$ cat src/rtl/dskdma_pkg.sv
`timescale 1ns/1ps
// Shared types for the disk-to-memory DMA engine.
package dskdma_pkg;

    // Drain sequencer state
    typedef enum logic {
        DR_IDLE  = 1'b0,
        DR_BURST = 1'b1
    } drain_st_t;

    // One-hot select of one of the two staging buffers
    function automatic logic [1:0] buf_sel(input logic b);
        return b ? 2'b10 : 2'b01;
    endfunction

endpackage

$ cat src/rtl/dskdma_stage.sv
`timescale 1ns/1ps
// Two staging buffers of BUF_BYTES bytes each.
// Write port: one byte per cycle. Read port: one 16-bit word, combinational.
// Byte 2k is returned in the high half of word k.
// Assumes BUF_BYTES is even and a power of two.
module dskdma_stage #(
    parameter int BUF_BYTES = 16
) (
    input  logic                                 clk,
    input  logic                                 wr_en,
    input  logic                                 wr_buf,
    input  logic [$clog2(BUF_BYTES)-1:0]         wr_idx,
    input  logic [7:0]                           wr_byte,
    input  logic                                 rd_buf,
    input  logic [$clog2(BUF_BYTES/2)-1:0]       rd_word,
    output logic [15:0]                          rd_data
);
    localparam int IW = $clog2(BUF_BYTES);

    logic [7:0] bytes_q [2][BUF_BYTES];
    logic [15:0] word_of [2];

    for (genvar b = 0; b < 2; b++) begin : g_buf
        // Store the incoming byte into this buffer when selected
        always_ff @(posedge clk) begin
            if (wr_en && (wr_buf == 1'(b)))
                bytes_q[b][wr_idx] <= wr_byte;
        end
        // Assemble the addressed word of this buffer
        always_comb begin
            word_of[b] = {bytes_q[b][{rd_word, 1'b0}], bytes_q[b][{rd_word, 1'b1}]};
        end
    end

    // Select the word from the requested buffer
    assign rd_data = word_of[rd_buf];

    logic unused_iw;
    assign unused_iw = ^IW;
endmodule

$ cat src/rtl/dskdma_fill.sv
`timescale 1ns/1ps
// Fill side: serves disk data requests into the staging buffers.
// It also owns the byte budget, the fill position, the active buffer choice,
// the two full flags, the bus request and the sticky error flag.
// Assumes the drain side raises busy for the whole burst and clears a
// full flag only through clr_full.
module dskdma_fill
    import dskdma_pkg::*;
#(
    parameter int BUF_BYTES = 16,
    parameter int CNT_W     = 16
) (
    input  logic                          clk,
    input  logic                          rst_n,
    input  logic                          drq,
    input  logic                          observe,
    input  logic                          to_disk,
    input  logic                          cnt_ld,
    input  logic [CNT_W-1:0]              cnt_val,
    input  logic                          gnt,
    input  logic                          busy,
    input  logic [1:0]                    clr_full,
    input  logic                          idx_rst,
    output logic                          rd_stb,
    output logic                          wr_en,
    output logic                          wr_buf,
    output logic [$clog2(BUF_BYTES)-1:0]  wr_idx,
    output logic                          act_buf,
    output logic [1:0]                    full,
    output logic                          breq,
    output logic                          err
);
    localparam int IW  = $clog2(BUF_BYTES);
    localparam int IW1 = IW + 1;
    localparam logic [IW1-1:0] FULL_AT = IW1'(BUF_BYTES);

    logic             drq_q, dir_q, pend_q;
    logic [CNT_W-1:0] cnt_q;
    logic [IW1-1:0]   idx_q, idx_next;
    logic             hold, dir_chg, take, store, at_full;
    logic [1:0]       full_q, full_next;

    assign hold    = busy | gnt;
    assign dir_chg = to_disk ^ dir_q;
    assign take    = pend_q & ~hold & observe & ~to_disk & (cnt_q != '0);
    assign store   = take & (idx_q < FULL_AT);
    assign idx_next = store ? idx_q + 1'b1 : idx_q;
    assign at_full = take & (idx_next == FULL_AT);

    assign rd_stb  = take;
    assign wr_en   = store;
    assign wr_buf  = act_buf;
    assign wr_idx  = idx_q[IW-1:0];
    assign full    = full_q;

    // Track request and direction history for edge detection
    always_ff @(posedge clk) begin
        if (!rst_n) begin
            drq_q <= 1'b0;
            dir_q <= 1'b0;
        end else begin
            drq_q <= drq;
            dir_q <= to_disk;
        end
    end

    // Hold a request edge while the drain owns the buffers
    always_ff @(posedge clk) begin
        if (!rst_n)    pend_q <= 1'b0;
        else if (hold) pend_q <= pend_q | (drq & ~drq_q);
        else           pend_q <= drq & ~drq_q;
    end

    // Byte budget: load, decrement per byte taken, clear on direction change
    always_ff @(posedge clk) begin
        if (!rst_n)       cnt_q <= '0;
        else if (dir_chg) cnt_q <= '0;
        else if (cnt_ld)  cnt_q <= cnt_val;
        else if (take)    cnt_q <= cnt_q - 1'b1;
    end

    // Next full flags: drain clears, a completed buffer sets
    always_comb begin
        full_next = full_q & ~clr_full;
        if (at_full) full_next = full_next | buf_sel(act_buf);
    end

    // Fill position, active buffer and error bookkeeping
    always_ff @(posedge clk) begin
        if (!rst_n) begin
            idx_q   <= '0;
            act_buf <= 1'b0;
            err     <= 1'b0;
            full_q  <= 2'b00;
        end else begin
            full_q <= full_next;
            if (dir_chg) begin
                idx_q   <= '0;
                act_buf <= 1'b0;
                err     <= 1'b0;
            end else if (idx_rst) begin
                idx_q <= '0;
            end else if (at_full) begin
                if (full_q[~act_buf]) begin
                    err   <= 1'b1;
                    idx_q <= idx_next;
                end else begin
                    idx_q   <= '0;
                    act_buf <= ~act_buf;
                end
            end else if (take) begin
                idx_q <= idx_next;
            end
        end
    end

    // Bus request: set by a completed buffer, dropped by the grant
    always_ff @(posedge clk) begin
        if (!rst_n)       breq <= 1'b0;
        else if (gnt)     breq <= 1'b0;
        else if (at_full) breq <= 1'b1;
    end

    AST_BREQ_DROP: assert property (@(posedge clk) disable iff (!rst_n) gnt |=> !breq);
    AST_ERR_STICKY: assert property (@(posedge clk) disable iff (!rst_n) (err && (to_disk == dir_q)) |=> err);
    AST_FILL_BOUND: assert property (@(posedge clk) disable iff (!rst_n) idx_q <= FULL_AT);
endmodule

$ cat src/rtl/dskdma_drain.sv
`timescale 1ns/1ps
// Drain side: on a bus grant, writes the full staging buffers to memory.
// It writes the older buffer first, then the active one if that is full too.
// Each buffer goes out as BUF_BYTES/2 words on consecutive cycles.
// Owns the DMA address. Words at or above MEM_BYTES are skipped, but the
// address still advances. Assumes grants arrive only while idle.
module dskdma_drain
    import dskdma_pkg::*;
#(
    parameter int          BUF_BYTES = 16,
    parameter int          ADDR_W    = 24,
    parameter int unsigned MEM_BYTES = 32'h0040_0000
) (
    input  logic                               clk,
    input  logic                               rst_n,
    input  logic                               gnt,
    input  logic                               act_buf,
    input  logic [1:0]                         full,
    input  logic                               addr_ld,
    input  logic [ADDR_W-1:0]                  addr_val,
    input  logic [15:0]                        rd_data,
    output logic                               rd_buf,
    output logic [$clog2(BUF_BYTES/2)-1:0]     rd_word,
    output logic                               busy,
    output logic [1:0]                         clr_full,
    output logic                               idx_rst,
    output logic                               mem_we,
    output logic [ADDR_W-1:0]                  mem_addr,
    output logic [15:0]                        mem_wdata,
    output logic                               done,
    output logic [$clog2(BUF_BYTES):0]         done_words
);
    localparam int WPB = BUF_BYTES / 2;
    localparam int WW  = $clog2(WPB);
    localparam int DW  = $clog2(BUF_BYTES) + 1;

    drain_st_t         st_q;
    logic              cur_q, second_q;
    logic [WW-1:0]     widx_q;
    logic [ADDR_W-1:0] addr_q;
    logic              last, in_range;

    assign busy      = (st_q == DR_BURST);
    assign last      = (widx_q == WW'(WPB - 1));
    assign in_range  = (32'(addr_q) < MEM_BYTES);
    assign rd_buf    = cur_q;
    assign rd_word   = widx_q;
    assign mem_we    = busy & in_range;
    assign mem_addr  = addr_q;
    assign mem_wdata = rd_data;
    assign clr_full  = (busy && last) ? buf_sel(cur_q) : 2'b00;
    assign idx_rst   = busy & last & second_q;

    // DMA address: load with bit 0 dropped, step by two per word slot
    always_ff @(posedge clk) begin
        if (!rst_n)       addr_q <= '0;
        else if (addr_ld) addr_q <= {addr_val[ADDR_W-1:1], 1'b0};
        else if (busy)    addr_q <= addr_q + ADDR_W'(2);
    end

    // Burst sequencer: pick the buffer, walk the words, report the total
    always_ff @(posedge clk) begin
        if (!rst_n) begin
            st_q       <= DR_IDLE;
            cur_q      <= 1'b0;
            second_q   <= 1'b0;
            widx_q     <= '0;
            done       <= 1'b0;
            done_words <= '0;
        end else begin
            done <= 1'b0;
            case (st_q)
                DR_IDLE: begin
                    if (gnt) begin
                        if (full[~act_buf]) begin
                            st_q     <= DR_BURST;
                            cur_q    <= ~act_buf;
                            second_q <= 1'b0;
                            widx_q   <= '0;
                        end else begin
                            done       <= 1'b1;
                            done_words <= '0;
                        end
                    end
                end
                DR_BURST: begin
                    widx_q <= widx_q + 1'b1;
                    if (last) begin
                        if (!second_q && full[~cur_q]) begin
                            cur_q    <= ~cur_q;
                            second_q <= 1'b1;
                        end else begin
                            st_q       <= DR_IDLE;
                            done       <= 1'b1;
                            done_words <= second_q ? DW'(2 * WPB) : DW'(WPB);
                        end
                    end
                end
                default: st_q <= DR_IDLE;
            endcase
        end
    end

    AST_DONE_WORDS: assert property (@(posedge clk) disable iff (!rst_n)
        done |-> (done_words == '0 || done_words == DW'(WPB) || done_words == DW'(2 * WPB)));
    AST_ADDR_EVEN: assert property (@(posedge clk) disable iff (!rst_n) mem_we |-> !mem_addr[0]);
    AST_GNT_IDLE_ONLY: assert property (@(posedge clk) disable iff (!rst_n) (gnt && busy) |=> busy);
endmodule

$ cat src/rtl/dskdma_top.sv
`timescale 1ns/1ps
// Double-buffered disk-to-memory DMA engine.
// Ties the fill side, the staging buffers and the drain side together.
// Assumes bus_gnt is a one-cycle pulse given in answer to bus_req, and that
// dbyte is valid from the rising edge of dreq until dreg_rd.
module dskdma_top #(
    parameter int          BUF_BYTES = 16,
    parameter int          CNT_W     = 16,
    parameter int          ADDR_W    = 24,
    parameter int unsigned MEM_BYTES = 32'h0040_0000
) (
    input  logic                           clk,
    input  logic                           rst_n,
    input  logic                           dreq,
    input  logic [7:0]                     dbyte,
    input  logic                           ctl_observe,
    input  logic                           ctl_to_disk,
    input  logic                           cnt_load,
    input  logic [CNT_W-1:0]               cnt_value,
    input  logic                           addr_load,
    input  logic [ADDR_W-1:0]              addr_value,
    output logic                           dreg_rd,
    output logic                           bus_req,
    input  logic                           bus_gnt,
    output logic                           mem_we,
    output logic [ADDR_W-1:0]              mem_addr,
    output logic [15:0]                    mem_wdata,
    output logic                           xfer_done,
    output logic [$clog2(BUF_BYTES):0]     xfer_words,
    output logic                           dma_err
);
    localparam int IW = $clog2(BUF_BYTES);
    localparam int WW = $clog2(BUF_BYTES / 2);

    logic          wr_en, wr_buf, act_buf, busy, idx_rst, rd_buf;
    logic [IW-1:0] wr_idx;
    logic [WW-1:0] rd_word;
    logic [1:0]    full, clr_full;
    logic [15:0]   rd_data;

    dskdma_fill #(.BUF_BYTES(BUF_BYTES), .CNT_W(CNT_W)) u_fill (
        .clk(clk), .rst_n(rst_n), .drq(dreq), .observe(ctl_observe),
        .to_disk(ctl_to_disk), .cnt_ld(cnt_load), .cnt_val(cnt_value),
        .gnt(bus_gnt), .busy(busy), .clr_full(clr_full), .idx_rst(idx_rst),
        .rd_stb(dreg_rd), .wr_en(wr_en), .wr_buf(wr_buf), .wr_idx(wr_idx),
        .act_buf(act_buf), .full(full), .breq(bus_req), .err(dma_err)
    );

    dskdma_stage #(.BUF_BYTES(BUF_BYTES)) u_stage (
        .clk(clk), .wr_en(wr_en), .wr_buf(wr_buf), .wr_idx(wr_idx),
        .wr_byte(dbyte), .rd_buf(rd_buf), .rd_word(rd_word), .rd_data(rd_data)
    );

    dskdma_drain #(.BUF_BYTES(BUF_BYTES), .ADDR_W(ADDR_W), .MEM_BYTES(MEM_BYTES)) u_drain (
        .clk(clk), .rst_n(rst_n), .gnt(bus_gnt), .act_buf(act_buf), .full(full),
        .addr_ld(addr_load), .addr_val(addr_value), .rd_data(rd_data),
        .rd_buf(rd_buf), .rd_word(rd_word), .busy(busy), .clr_full(clr_full),
        .idx_rst(idx_rst), .mem_we(mem_we), .mem_addr(mem_addr),
        .mem_wdata(mem_wdata), .done(xfer_done), .done_words(xfer_words)
    );

    AST_NO_STB_IN_BURST: assert property (@(posedge clk) disable iff (!rst_n) mem_we |-> !dreg_rd);
endmodule

$ cat config.mk
export PLATFORM = sky130hd
export DESIGN_NAME = dskdma_top
export DESIGN_NICKNAME = d
export VERILOG_FILES = /design/src/rtl/dskdma_pkg.sv /design/src/rtl/dskdma_stage.sv /design/src/rtl/dskdma_fill.sv /design/src/rtl/dskdma_drain.sv /design/src/rtl/dskdma_top.sv
export SDC_FILE = /design/constraint.sdc
export NUM_CORES = 1
export LEC_CHECK = 0
export ABC_CLOCK_PERIOD_IN_PS = 6410
export CAP_MARGIN = 5
export CELL_PAD_IN_SITES_DETAIL_PLACEMENT = 0
export CELL_PAD_IN_SITES_GLOBAL_PLACEMENT = 1
export CORE_UTILIZATION = 50
export CTS_CLUSTER_DIAMETER = 60
export DETAILED_ROUTE_END_ITERATION = 12
export GPL_ROUTABILITY_DRIVEN = 0
export PLACE_DENSITY = 0.9
export SLEW_MARGIN = 20
export SYNTH_ARGS = -nofsm -noshare
export SYNTH_HDL_FRONTEND = slang
export SYNTH_SLANG_ARGS = --single-unit
$ cat constraint.sdc
create_clock -name clk -period 6.41 [get_ports clk]
set_input_delay 0.9615 -clock clk [delete_from_list [all_inputs] [get_ports clk]]
set_output_delay 0.9615 -clock clk [all_outputs]
set_load 0.01 [all_outputs]
==> impl_metrics.yaml, run 1 <==
clock_tree:
  cts_sinks: 317
  h-tree-depth: 1
  cts_buffer_depth: 3
  clk_pin_slew_ps: 60
  cts_setup_buffers: 0
  hold_buffers: 0
  root_buffer: "clkbuf_16"
  clock_latency_ps: 550
  cts_resized: 0
  numCtsBuffers: 31
  cts_tree: "built"
setup_path:
  critPathKind: "reg2out"
  arrival_ps: 3660
  cp_data_required_time_ps: 5450
  regToRegStartpoint: "u_fill.cnt_q[0]"
  startpoint: "u_drain.rd_word[0]"
  cp_max_fo: 51
  cp-start-kind: "flop"
  cp-end-kind: "primary output"
sta:
  setup_viol: 0
  finalClockSkew_ps: 14.60
  worstMarginPinSlew_ps: 1053
  fmax_mhz: 216.1
  period_minus_slack_ps: 4626
  period_share_pct: 72.18
  fin_ws_ps: 1784
  rsz0062_at_grt: "no"
  setup_tns_ps: 0
  maxSlewHeadroom_pct: 29.58
  slew_viol_final: 0
  hold_viol: 0
hold_path:
  min_from: "u_drain.done_words[4]"
  hp-class: "reg2reg"
floorplan:
  core_area_um2: 25330
  io_pins: 106
  die_x_um: 163.3
  rows: 58
  die_h_um: 163.3
  start_util_pct: 51.38
  die-area_um2: 26670
drt:
  viasPerCell: 5.833
  wire_per_inst_um: 21.39
  drc: 0
  drtPass1Iterations: 5
  initialDrtViolationCount: 638
  postRouteAntennaNets: 0
  vias: 7250
  totalWireLength_um: 26590
logic_synthesis:
  synthCells: 790
  syn_area_per_cell_um2: 16.47
  synthesis.area_um2: 13010
  yosysTopAreaCell: "edfxtp_1"
  synth_area_leaders: "edfxtp_1 59%, mux4_2 14%, dfxtp_1 9.4%"
  yosys.area.top_type_share_pct: 59.08
  synth_edf_count: 256
  synth_cell_type_count: 57
  synth-async-reset-ratio_pct: 0
  synth_top_flop_cell: "edfxtp_1"
  ys_seq_area_share_pct: 68.46
  synth_warnings: 0
  ys_ff_latch: 317
power_and_ir_drop:
  vdd_ir_drop_max_mv: 0.2162
  power_density_nw_per_um2: 273.7
  power.leakage_uw: 0.004657
flow_run:
  maxCapViolations: 0
cells_and_area:
  n_antenna_cell: 0
  syn_to_final_growth_pct: 16.87
  fill_cells: 1869
  multiInputGateArea_um2: 3852
  final-seq-area_um2: 8914
  nNetsFinal: 954
  layout_commonest_cell: "edfxtp_1"
  final_cell_mix: "256 x edfxtp_1, 93 x clkdlybuf4s50_1, 80 x mux4_2, 60 x nor2_1, 59 x dfxtp_1"
  instances_no_fill: 1243
  drive_gt1_share_pct: 16.87
grt:
  grt_max_degree: 52
  grt_pass1_wl_um: 41390
  grt_pass1_vias: 7276
  antenna_found_initial: 2
  grt.total_usage_pct: 20.49
  grt.overflow.total: 0
status:
  run_status: "finished, final reports clean"
placement:
  portBuffers: 100
  place_ws_ps: 2303
  dp_hpwl_um: 16720
  numPlacedInstances: 1187
## final timing paths
kind                             to  depth (start not counted)  slack [ps]
max                    mem_wdata[4]                          4        1780
max reg2reg  u_stage.bytes_q[0][61]                          8        3530
min           u_drain.done_words[4]                          2         470
min reg2reg   u_drain.done_words[4]                          2         470
## power by group
part | internal [µW] | total [µW] | leakage [µW] | switching (µW)
Sequential | 2240 | 2260 | 0.00280 | 20.3
Clock | 1010 | 1740 | 0.000465 | 730
Combinational | 77.2 | 168 | 0.00139 | 91.3
## synth_stat cells, types with 2 or more instances
master      n
a211oi_1    7
a21oi_1    40
a22oi_1     2
a31oi_1     5
and2_1      7
and3_1      2
and4_1      4
buf_1       5
buf_2       9
buf_4      11
clkbuf_1   17
clkinv_1    2
dfxtp_1    61
edfxtp_1  256
ha_1        8
inv_1      11
mux2i_1     4
mux4_2     80
nand2_1    30
nand2b_1    3
nand3_1    16
nand4_1    16
nor2_1     60
nor2b_1     3
nor3_1     13
nor3_2      2
nor3b_1     2
nor4_1      6
nor4_2      2
o21ai_0    35
o22ai_1     3
o32a_1      2
or2_2       3
or3_1       5
xnor2_1    18
xor2_1     19
## through the flow
| step | hold slack (ps) | util (%) | area (µm²) | total power (µW) |
|---|---|---|---|---|
| after floorplan | 448.9 | - | 13020 | 2377 |
| after global placement | 454.6 | 56.37 | 14280 | 2470 |
| after detailed placement | 453.0 | 56.35 | 14270 | 2474 |
| after CTS | 469.6 | 60.17 | 15240 | 4200 |
| after global routing | 498.5 | 60.05 | 15210 | 4281 |
| final | 471.3 | 60.05 | 15210 | 4162 |
## area by class of cell
cell class	instances	share of cell area (%)
sequential	317	58.61
clock inverter	16	1.028
tap	330	2.715
multi-input combinational	420	25.33
timing repair buffer	106	6.647
clock buffer	40	5.323
inverter	14	0.3455
## layer usage
layer  GRT usage (%)  vias to the layer above  share of wire (%)
met5               0                        -              0.098
met4           4.715                        4                1.7
met3           3.504                       42                6.4
met2           34.21                      240                 50
met1           28.17                     3647                 42
li1                -                     3317                  -
## logic make-up after synthesis
kind of cell,after synthesis,synth area share [%]
XOR/XNOR,37,2.490
AO/OA/AOI/OAI,103,4.567
adder cells (fa/ha/maj),8,0.7693
AND/OR/NAND/NOR,183,7.423
flip-flops,317,68.46
other,1,0.02882
buffers and inverters,56,2.019
multiplexers,85,14.24
## registers in the layout (all words and copies together) (netlist names), 2 cells and up
signal,cells
u_drain.done_words,2
u_fill.cnt_q,16
u_drain.mem_addr,23
u_stage.bytes_q,256
u_drain.rd_word,3
u_fill.full,2
u_fill.idx_q,5
## critical path, cell delays in order, from the launching register on
cell and delay, ps:
dfxtp_4 1000, buf_4 470, mux4_2 580, mux4_2 490, clkdlybuf4s50_1 510
Power figures use the tool's default switching activity.
==> run 2: changes to the inputs <==
Settings changed: ABC_CLOCK_PERIOD_IN_PS 6410 to 4200, CORE_UTILIZATION 50 to 45, PLACE_DENSITY 0.9 to 0.86.
Clock period 6.41 ns to 4.2 ns, I/O delays scaled along.
==> impl_metrics.yaml, run 2 (synthesized netlist as in run 1, its figures left out) <==
drt:
  viasPerCell: 5.537
  vias: 7176
  totalWireLength_um: 25180
  drtPass1Iterations: 4
  initialDrtViolationCount: 569
  wire_per_inst_um: 19.43
  postRouteAntennaNets: 0
  drc: 0
clock_tree:
  clock_latency_ps: 510
  cts_setup_buffers: 0
  h-tree-depth: 2
  numCtsBuffers: 34
  clk_pin_slew_ps: 60
  cts_buffer_depth: 3
  cts_sinks: 317
  cts_resized: 0
  cts_tree: "built"
  root_buffer: "clkbuf_16"
  hold_buffers: 0
placement:
  placed_cell_area_um2: 14380
  numPlacedInstances: 1237
  portBuffers: 100
  dp_hpwl_um: 16310
grt:
  grt_pass1_vias: 7028
  grt_max_degree: 46
  grt.total_usage_pct: 17.76
  grt.overflow.total: 0
  grt_pass1_wl_um: 39850
  antenna_found_initial: 0
cells_and_area:
  largest_reg_flops: 256
  layout_commonest_cell: "edfxtp_1"
  largest_register: "u_stage.bytes_q"
  final_cell_mix: "256 x edfxtp_1, 92 x clkdlybuf4s50_1, 80 x mux4_2, 60 x nor2_1, 59 x dfxtp_1"
  n_antenna_cell: 0
  final_area_um2: 15420
  drive_gt1_share_pct: 17.65
  nNetsFinal: 959
  instances_no_fill: 1296
  syn_to_final_growth_pct: 18.49
power_and_ir_drop:
  netSwitchingPower_uw: 1352
  p_clk_share_pct: 43.9
  vdd_ir_drop_max_mv: 0.2039
  seqPwrFrac_pct: 52.2
  swShare_pct: 20.50
  internal_power_uw: 5245
  power.leakage_uw: 0.004737
  power_density_nw_per_um2: 427.9
  combPwrFrac_pct: 3.9
sta:
  setup_viol: 0
  hold_viol: 0
  hold_ws_ps: 470.8
  setup_tns_ps: 0
  slew_viol_final: 0
  maxSlewHeadroom_pct: 29.12
  period_minus_slack_ps: 3718
  finalClockSkew_ps: 12.91
  rsz0062_at_grt: "no"
  fmax_mhz: 269.0
  worstMarginPinSlew_ps: 1062
  period_share_pct: 88.53
setup_path:
  cp_data_required_time_ps: 3570
  cp-end-kind: "primary output"
  critPathKind: "reg2out"
  cp-start-kind: "flop"
  critPathSlowestCell: "dfxtp_4"
  crit_chain: "buf_4 > mux4_2 > mux4_2 > clkdlybuf4s50_1"
  arrival_ps: 3090
  cp_max_fo: 24
  critical_path.most_common_cell: "mux4_2"
  slowest_delay_ps: 650
hold_path:
  hp-class: "reg2reg"
floorplan:
  die-area_um2: 29600
  die_h_um: 172.1
  io_pins: 106
  die_x_um: 172.1
  core_area_um2: 28090
  rows: 61
  start_util_pct: 46.33
flow_run:
  maxCapViolations: 0
status:
  run_status: "finished, final reports clean"
[run 2: cell type report]
class | instances | area, µm²
inverters | 14 | 52.55
flip-flops and latches | 317 | 8914
multi-input cells | 420 | 3852
well taps | 378 | 473.0
clock inverters | 20 | 190.2
clock buffers | 39 | 890.9
repair buffers | 108 | 1046
fillers | 2245 | 12670
[run 2: critical path: cells and delay by family (launching register included)]
family	cells	cell delay (ps)
mux	2	1070
flops	1	650
buf+inv	2	860
[run 2: worst paths after layout]
| kind | endpoint | slack (ps) | from | cells after the start |
|---|---|---|---|---|
| max | mem_wdata[8] | 480 | u_drain.rd_word[0] | 4 |
| min reg2reg | u_drain.done_words[4] | 470 | u_drain.done_words[4] | 2 |
| max reg2reg | u_stage.bytes_q[0][251] | 1330 | u_fill.cnt_q[0] | 7 |
| min | u_drain.done_words[4] | 470 | u_drain.done_words[4] | 2 |
[run 2: power groups by stage]
| stage | Clock (µW) | Combinational, µW | Sequential (µW) |
|---|---|---|---|
| after floorplan | 0 | 114 | 3510 |
| after global placement | 0 | 255 | 3520 |
| after detailed placement | 0 | 260 | 3520 |
| after CTS | 2950 | 262 | 3450 |
| after global routing | 3060 | 283 | 3450 |
| final | 2900 | 255 | 3450 |
[run 2: through the flow]
step                utilization (%)  power [µW]  worst slack, ps
global route                  54.90        6795            301.0
global placement              51.19        3770            830.7
floorplan                         -        3628             1696
CTS                           55.04        6659            388.2
finish                        54.90        6597            481.9
detailed placement            51.19        3776            754.2
[run 2: per-layer routing]
metal | routed length (µm) | vias to the layer above | share of wire [%] | GRT usage [%]
met2 | 11790 | 222 | 47 | 27.88
met5 | 0 | - | 0 | 0
met1 | 11310 | 3586 | 45 | 25.40
met4 | 382 | 0 | 1.5 | 4.117
li1 | - | 3337 | - | -
met3 | 1696 | 31 | 6.7 | 3.845
==> run 3: changes to the inputs <==
Settings changed: CORE_UTILIZATION 45 to 44, PLACE_DENSITY 0.86 to 0.85, SYNTH_HIERARCHICAL from default to 1.
==> impl_metrics.yaml, run 3 <==
clock_tree:
  clock_latency_ps: 530
  cts_setup_buffers: 0
  cts_tree: "built"
  root_buffer: "clkbuf_16"
  cts_sinks: 317
  cts_buffer_depth: 3
  numCtsBuffers: 34
  clk_pin_slew_ps: 60
  hold_buffers: 0
  cts_resized: 0
  h-tree-depth: 2
floorplan:
  die_h_um: 175.8
  die_x_um: 175.8
  core_area_um2: 29640
  die-area_um2: 30900
  rows: 63
  start_util_pct: 44.84
  io_pins: 106
hold_path:
  whs_path_depth: 2
  holdPathEnd: "u_fill/breq"
  min_from: "u_fill/breq"
  hp-class: "reg2reg"
cells_and_area:
  n_antenna_cell: 0
  largest_reg_flops: 256
  final_area_um2: 15890
  syn_to_final_growth_pct: 19.54
  instances_no_fill: 1371
  drive_gt1_share_pct: 17.43
  nNetsFinal: 1017
  final_cell_mix: "256 x edfxtp_1, 92 x clkdlybuf4s50_1, 59 x dfxtp_1, 57 x nor2_1, 54 x mux4_2"
  largest_register: "u_stage/bytes_q"
  layout_commonest_cell: "edfxtp_1"
logic_synthesis:
  yosysTopAreaCell: "edfxtp_1"
  yosys-top-cells-count: "256 x edfxtp_1, 61 x dfxtp_1, 57 x nor2_1"
  synth_edf_count: 256
  synth_top_family_by_area: "multiplexers"
  synth_warnings: 6
  yosys.area.top_type_share_pct: 57.85
  ys_seq_area_share_pct: 67.04
  synth_top_flop_cell: "edfxtp_1"
  synthAdderAreaFrac_pct: 0.5649
  synth_cell_type_count: 63
  synth_compound_area_share_pct: 6.205
  synth.area.mux_share_pct: 11.74
  synthSimpleGateAreaFrac_pct: 9.020
  ys_ff_latch: 317
  synth-async-reset-ratio_pct: 0
  synthCells: 845
  synth_most_common_cell: "edfxtp_1"
  synth-xor-area-share_pct: 1.911
  synthesis.area_um2: 13290
  synth_area_leaders: "edfxtp_1 58%, dfxtp_1 9.2%, mux4_2 9.2%"
  syn_area_per_cell_um2: 15.73
power_and_ir_drop:
  vdd_ir_drop_max_mv: 0.2401
  power.leakage_uw: 0.005070
  p_total_uw: 6956
  power_density_nw_per_um2: 437.9
setup_path:
  cp_max_fo: 33
  cp-start-kind: "flop"
  regToRegStartpoint: "u_fill/cnt_q[0]"
  timing.rr.end: "u_stage/bytes_q[0][29]"
  cp-end-kind: "primary output"
  critPathKind: "reg2out"
  cp_data_required_time_ps: 3570
  r2r_cells: 10
  arrival_ps: 2940
  r2r_slack_ps: 1390
grt:
  grt_pass1_wl_um: 43350
  grt.overflow.total: 0
  grt_pass1_vias: 7751
  grt.total_usage_pct: 18.33
  grt_max_degree: 42
  antenna_found_initial: 0
sta:
  setup_viol: 0
  fmax_mhz: 280.2
  hold_viol: 0
  rsz0062_at_grt: "no"
  setup_tns_ps: 0
  period_share_pct: 84.97
  slew_viol_final: 0
  worstMarginPinSlew_ps: 856.5
  maxSlewHeadroom_pct: 42.55
  hold_ws_ps: 456.4
  finalClockSkew_ps: 20.45
  period_minus_slack_ps: 3569
placement:
  numPlacedInstances: 1309
  placed_cell_area_um2: 14680
  dp_hpwl_um: 16590
  portBuffers: 100
drt:
  initialDrtViolationCount: 577
  drc: 0
  viasPerCell: 5.632
  drtPass1Iterations: 5
  wire_per_inst_um: 20.19
  vias: 7721
  postRouteAntennaNets: 0
  totalWireLength_um: 27680
status:
  run_status: "finished, final reports clean"
flow_run:
  maxCapViolations: 0
-- run 3: cell count changes in the layout (fill, tap and decap cells not counted), sizes merged, moves of 13 or more --
cell,delta
xor2,-13
buf,+32
mux4,-16
a22oi,+32
a21oi,-29
-- run 3: worst max-delay path: stages, from the launching register on --
cell             delay [ps]
dfxtp_4                 490
buf_12                  300
mux4_2                  550
a22oi_1                 380
nand2_1                 160
clkdlybuf4s50_1         520
-- run 3: how the worst max path moves through the flow --
stage	end	start	slack, ps
finish	mem_wdata[1]	u_drain/rd_word[0]	630
global route	mem_wdata[1]	u_drain/rd_word[0]	450
CTS	mem_wdata[1]	u_drain/rd_word[0]	610
detailed placement	u_stage/bytes_q[0][25]	bus_gnt	720
global placement	u_stage/bytes_q[0][27]	bus_gnt	780
floorplan	u_stage/bytes_q[0][24]	bus_gnt	1100
-- run 3: cells by family after synthesis --
logic type,Yosys count
simple gates,220
compound gates,122
fa+ha+maj,6
other cells,1
buf+inv,78
flops,317
mux,72
xor+xnor,29
-- run 3: metrics by stage --
step	worst slack (ps)	utilization, %
floorplan	1098	-
global placement	782.8	49.52
detailed placement	719.2	49.52
CTS	613.7	53.73
global route	450.1	53.60
finish	631.2	53.60
-- run 3: final cells by class --
type | count | area [µm²]
multi-input cells | 453 | 3928
clock inverters | 26 | 390.4
flip-flops and latches | 317 | 8914
repair buffers | 140 | 1274
clock buffers | 36 | 858.3
inverters | 9 | 33.78
fillers | 2403 | 13750
well taps | 390 | 488.0
-- run 3: power breakdown --
| part | switching (µW) | internal [µW] | leakage [µW] | total [µW] |
|---|---|---|---|---|
| clock network | 1260 | 2010 | 0.000603 | 3270 |
| registers | 32.2 | 3410 | 0.00280 | 3450 |
| logic | 127 | 112 | 0.00167 | 239 |
-- run 3: metal layers --
| metal | wire (µm) | vias up | part of all wire, % | track usage [%] |
|---|---|---|---|---|
| li1 | - | 3551 | - | - |
| met1 | 11900 | 3852 | 43 | 24.77 |
| met2 | 13350 | 282 | 48 | 29.87 |
| met3 | 1999 | 36 | 7.2 | 4.091 |
| met4 | 430 | 0 | 1.6 | 5.036 |
| met5 | 0 | - | 0 | 0 |
